$ cat config.mk
export PLATFORM = sky130hd
export DESIGN_NAME = scan_reg_bridge
export DESIGN_NICKNAME = d
export VERILOG_FILES = /design/src/rtl/scan_bridge_pkg.sv /design/src/rtl/scan_shift_chain.sv /design/src/rtl/scan_access_decode.sv /design/src/rtl/scan_read_hold.sv /design/src/rtl/scan_reg_bridge.sv
export SDC_FILE = /design/constraint.sdc
export NUM_CORES = 1
export LEC_CHECK = 0
export ABC_AREA = 1
export BUFFER_PORTS_ARGS = -buffer_cell sky130_fd_sc_hd__buf_2
export CORE_ASPECT_RATIO = 0.7
export CORE_UTILIZATION = 50
export DETAILED_ROUTE_END_ITERATION = 10
export PLACE_DENSITY = 0.75
export SYNTH_ARGS = -nofsm -noshare
export SYNTH_HDL_FRONTEND = slang
export SYNTH_SLANG_ARGS = --single-unit
$ cat constraint.sdc
create_clock -name clk -period 1.08 [get_ports clk]
set_input_delay 0.216 -clock clk [delete_from_list [all_inputs] [get_ports clk]]
set_output_delay 0.216 -clock clk [all_outputs]
set_load 0.01 [all_outputs]
$ cat src/rtl/scan_bridge_pkg.sv
// Shared constants and types for the scan register access port.
package scan_bridge_pkg;
    localparam int unsigned DEF_DATA_W = 32;
    localparam int unsigned DEF_ADDR_W = 7;

    // Direction flag carried in the top bit of the scan chain.
    typedef enum logic {
        ACC_READ  = 1'b0,
        ACC_WRITE = 1'b1
    } acc_kind_e;
endpackage

$ cat src/rtl/scan_shift_chain.sv
// Serial scan chain. It loads the held read result on capture and shifts
// LSB first toward tdo.
// Assumes: capture has priority over shift; all strobes are qualified by sel.
module scan_shift_chain #(
    parameter int unsigned DATA_W = 32,
    parameter int unsigned TOT_W  = 40
) (
    input  logic              clk,
    input  logic              rst_n,
    input  logic              sel,
    input  logic              capture,
    input  logic              shift,
    input  logic              tdi,
    input  logic [DATA_W-1:0] load_val,
    output logic [TOT_W-1:0]  chain
);
    localparam int unsigned HDR_W = TOT_W - DATA_W;

    // Purpose: capture the read result or move the chain by one bit.
    always_ff @(posedge clk) begin
        if (!rst_n) begin
            chain <= '0;
        end else if (sel) begin
            if (capture) begin
                chain <= {{HDR_W{1'b0}}, load_val};
            end else if (shift) begin
                chain <= {tdi, chain[TOT_W-1:1]};
            end
        end
    end

    AST_CHAIN_FROZEN: assert property (@(posedge clk) disable iff (!rst_n)
        !sel |=> $stable(chain));
    AST_SHIFT_MOVES: assert property (@(posedge clk) disable iff (!rst_n)
        (sel && shift && !capture) |=> (chain[TOT_W-2:0] == $past(chain[TOT_W-1:1])));
endmodule

$ cat src/rtl/scan_access_decode.sv
// Decodes the chain on update into one registered bus write or read strobe.
// Assumes: the chain is stable during the update cycle.
module scan_access_decode
    import scan_bridge_pkg::*;
#(
    parameter int unsigned DATA_W = 32,
    parameter int unsigned ADDR_W = 7,
    parameter int unsigned TOT_W  = 40
) (
    input  logic              clk,
    input  logic              rst_n,
    input  logic              sel,
    input  logic              update,
    input  logic [TOT_W-1:0]  chain,
    output logic [ADDR_W-1:0] bus_addr,
    output logic [DATA_W-1:0] bus_wdata,
    output logic              bus_we,
    output logic              bus_re
);
    acc_kind_e kind;

    // Purpose: name the direction flag.
    always_comb kind = acc_kind_e'(chain[TOT_W-1]);

    // Purpose: issue one strobe for each selected update.
    always_ff @(posedge clk) begin
        if (!rst_n) begin
            bus_addr  <= '0;
            bus_wdata <= '0;
            bus_we    <= 1'b0;
            bus_re    <= 1'b0;
        end else begin
            bus_we <= 1'b0;
            bus_re <= 1'b0;
            if (sel && update) begin
                bus_addr <= chain[DATA_W +: ADDR_W];
                if (kind == ACC_WRITE) begin
                    bus_we    <= 1'b1;
                    bus_wdata <= chain[DATA_W-1:0];
                end else begin
                    bus_re <= 1'b1;
                end
            end
        end
    end

    AST_WE_RE_EXCL: assert property (@(posedge clk) disable iff (!rst_n)
        !(bus_we && bus_re));
    AST_WE_ONE_CYCLE: assert property (@(posedge clk) disable iff (!rst_n)
        bus_we |=> !bus_we);
    AST_RE_ONE_CYCLE: assert property (@(posedge clk) disable iff (!rst_n)
        bus_re |=> !bus_re);
    AST_STROBE_NEEDS_UPDATE: assert property (@(posedge clk) disable iff (!rst_n)
        (bus_we || bus_re) |-> $past(sel && update));
endmodule

$ cat src/rtl/scan_read_hold.sv
// Samples bus read data one cycle after the read strobe and holds it
// for the next capture.
// Assumes: the bus target returns data the cycle after bus_re.
module scan_read_hold #(
    parameter int unsigned DATA_W = 32
) (
    input  logic              clk,
    input  logic              rst_n,
    input  logic              bus_re,
    input  logic [DATA_W-1:0] bus_rdata,
    output logic [DATA_W-1:0] held
);
    logic re_dly;

    // Purpose: delay the read strobe to the bus data-valid cycle.
    always_ff @(posedge clk) begin
        if (!rst_n) re_dly <= 1'b0;
        else        re_dly <= bus_re;
    end

    // Purpose: keep the most recent read result.
    always_ff @(posedge clk) begin
        if (!rst_n)      held <= '0;
        else if (re_dly) held <= bus_rdata;
    end

    AST_HOLD_ONLY_AFTER_READ: assert property (@(posedge clk) disable iff (!rst_n)
        ($past(rst_n) && !$stable(held)) |-> $past(bus_re, 2));
endmodule

$ cat src/rtl/scan_reg_bridge.sv
// Top of the scan register access port: chain, decode and read hold.
// Assumes: TAP strobes are one-hot and synchronous to clk. At least two
// clocks pass between Update-DR and the next Capture-DR.
module scan_reg_bridge
    import scan_bridge_pkg::*;
#(
    parameter int unsigned DATA_W = DEF_DATA_W,
    parameter int unsigned ADDR_W = DEF_ADDR_W
) (
    input  logic              clk,
    input  logic              rst_n,
    input  logic              sel,
    input  logic              capture_dr,
    input  logic              shift_dr,
    input  logic              update_dr,
    input  logic              tdi,
    output logic              tdo,
    output logic [ADDR_W-1:0] bus_addr,
    output logic [DATA_W-1:0] bus_wdata,
    output logic              bus_we,
    output logic              bus_re,
    input  logic [DATA_W-1:0] bus_rdata
);
    localparam int unsigned TOT_W = DATA_W + ADDR_W + 1;

    logic [TOT_W-1:0]  chain;
    logic [DATA_W-1:0] held;

    scan_shift_chain #(.DATA_W(DATA_W), .TOT_W(TOT_W)) u_chain (
        .clk(clk), .rst_n(rst_n), .sel(sel), .capture(capture_dr),
        .shift(shift_dr), .tdi(tdi), .load_val(held), .chain(chain)
    );

    scan_access_decode #(.DATA_W(DATA_W), .ADDR_W(ADDR_W), .TOT_W(TOT_W)) u_dec (
        .clk(clk), .rst_n(rst_n), .sel(sel), .update(update_dr), .chain(chain),
        .bus_addr(bus_addr), .bus_wdata(bus_wdata), .bus_we(bus_we), .bus_re(bus_re)
    );

    scan_read_hold #(.DATA_W(DATA_W)) u_hold (
        .clk(clk), .rst_n(rst_n), .bus_re(bus_re), .bus_rdata(bus_rdata), .held(held)
    );

    // Purpose: drive the serial output only while selected.
    always_comb tdo = sel ? chain[0] : 1'b0;

    AST_CAPTURE_HDR_ZERO: assert property (@(posedge clk) disable iff (!rst_n)
        (sel && capture_dr) |=> (chain[TOT_W-1:DATA_W] == '0));
endmodule

==> reports/results.ini <==
[finish]
final_cell_mix = nor2_1, nand2_1, dfxtp_1
drive_above_1_share_pct = 26.5
synthToLayoutAreaGrowth_pct = 33.4
fin_nets = 777
stdcell_count = 871
layout_commonest_cell = nor2_1
n_antenna_cell = 0
fin_area_mm2 = 0.00618
nFillCells = 682

[status]
status = finished, violations left
violations = setup timing

[job]
maxCapViolations = 0

[drt]
vias_per_cell = 5.13
drc = 0
routed_wl_um = 12000
drt-pass1-iter-count = 5
avgRoutedWirePerCell_um = 13.8
antenna_left = 0
route.vias.total = 4469
drtIter0Drc = 330

[cts]
clock_sinks = 114
clock_latency_ps = 410
clockRootBuffer = clkbuf_16
ctsLongestPathBuffers = 2
cts-buffers-inserted = 17
htree_levels = 4
cts_tree = yes
path_clk_slew_ps = 50

[grt]
grt_pass1_wl_um = 18900
grt_max_degree = 64
track_usage_pct = 26.3
first_global_vias = 4086
antenna_found_initial = 0
grt-ovfl-total = 0

[yosys]
yosys_register_bits = 114
synth.distinct_cells = 20
mappedNetlistArea_mm2 = 0.00463
ys_seq_area_share_pct = 49.3
postSynthAreaPerCell_um2 = 7.09
syn_inst = 653
yosys_warnings = 0
synthesis.nets = 692

[placed_design]
dpl.cell_count = 833
pre_cts_slack_ps = -43.1
place.port_buffers = 80
place_area_mm2 = 0.00524
dp_hpwl_um = 7510
routabilityCongestion = 0.802

[die]
rows = 28
io-pin-count = 81
die_x_um = 117
start_util_pct = 53.1
coreArea_mm2 = 0.00872
die_h_um = 82.5
die_area_mm2 = 0.00966

[hold_path]
hold-path-cell-count = 3
hold_start = bus_rdata[6]
hold_class = input port to flip-flop
hold_end = u_hold.held[6]

[timing]
setup_tns_ps = -344
hold_viol_final = 0
finalWorstPathRequiredPeriod_ps = 1200
slew_headroom_pct = 75.9
max_freq_mhz = 832
worst_pin_slew_ps = 361
rsz0062_at_grt = yes
fin_crit_sh_pct = 111
setup_ws_ps = -122
setup_viol = 24
drv_slew = 0
skew_ps = 7.75

[pwr]
p_leak_nw = 2.74
peakVddDrop_mv = 1.19
power_mw = 10.8
p_per_area_mw_per_mm2 = 1750

[critical_path]
r2r_slack_ps = -20
r2r-end = u_dec.bus_wdata[17]
path_class = flip-flop to output pin
worst_ep_arrival_time_ps = 990
cp_max_fo = 2
worst_r2r_path_depth = 4
reg2reg_from = u_chain.chain[39]
worst_setup_path_start_kind = flip-flop
cp.required_ps = 860
worstSetupEndpointType = output pin

logic make-up after synthesis:
family | Yosys count | share of synthesized area [%]
compound gates | 103 | 11.4
buf+inv | 83 | 8.43
flops | 114 | 49.3
simple gates | 353 | 30.9
metal layers:
layer	share of wire [%]	GRT usage (%)	vias to the layer above
met5	0	0	-
met4	1.9	13.0	0
met3	6.8	7.45	29
met2	46	42.5	173
met1	45	32.5	2051
li1	-	-	2216
cells in the mapped netlist (all sizes together):
master	count	area share [%]
dfxtp	114	49
inv	39	3.2
clkinv	1	0.081
buf	27	3.9
nor3	1	0.11
o21ai	71	7.9
a21oi	32	3.5
nand2	150	12
nor2	161	13
clkbuf	16	1.3
nand3	41	5.5
state kept, by name, summed over array words and instances, names as in the netlist:
register and cells:
u_chain.chain 40, u_dec.bus_addr 7, u_dec.bus_re 1, u_dec.bus_wdata 32
u_dec.bus_we 1, u_hold.held 32, u_hold.re_dly 1
power by group:
| part | switching [mW] | internal (mW) |
|---|---|---|
| Combinational | 0.568 | 0.383 |
| Clock | 1.97 | 3.42 |
| Sequential | 0.112 | 4.39 |
area by class of cell:
class | count | area [µm²] | area share (%)
repair buffers | 109 | 1000 | 16.2
clock buffers | 18 | 439 | 7.11
clock inverters | 14 | 140 | 2.27
well taps | 120 | 150 | 2.43
flip-flops and latches | 114 | 2340 | 37.9
inverters | 40 | 150 | 2.43
multi-input cells | 456 | 1960 | 31.7
what timing repair did:
action / in CTS / in global routing
buffers inserted: 1 / 5
resized for setup: 68 / 18
hold buffers: 0 / 0
setup endpoints to repair: 40 / 73
endpoints found under the hold margin: 0 / 0
worst max-delay path by stage:
| stage | start | end | slack (ps) | cells after the start |
|---|---|---|---|---|
| CTS | u_chain.chain[0] | tdo | -130 | 3 |
| detailed placement | sel | u_dec.bus_wdata[30] | -40 | 6 |
| global route | u_chain.chain[0] | tdo | -140 | 3 |
| floorplan | capture_dr | u_chain.chain[22] | 20 | 6 |
| finish | u_chain.chain[0] | tdo | -120 | 3 |
| global placement | sel | u_dec.bus_wdata[28] | -0.8 | 5 |
through the flow:
step                hold slack [ps]  util (%)
finish                         25.1      70.9
global route                   36.0      70.9
CTS                            20.9      69.3
detailed placement              434      60.1
global placement                441      60.1
floorplan                       351         -
worst max-delay path: stages, from the launching register on:
cell	delay [ps]
dfxtp_4	360
nand2_2	50
inv_1	50
buf_2	110
Power figures use the tool's default switching activity.
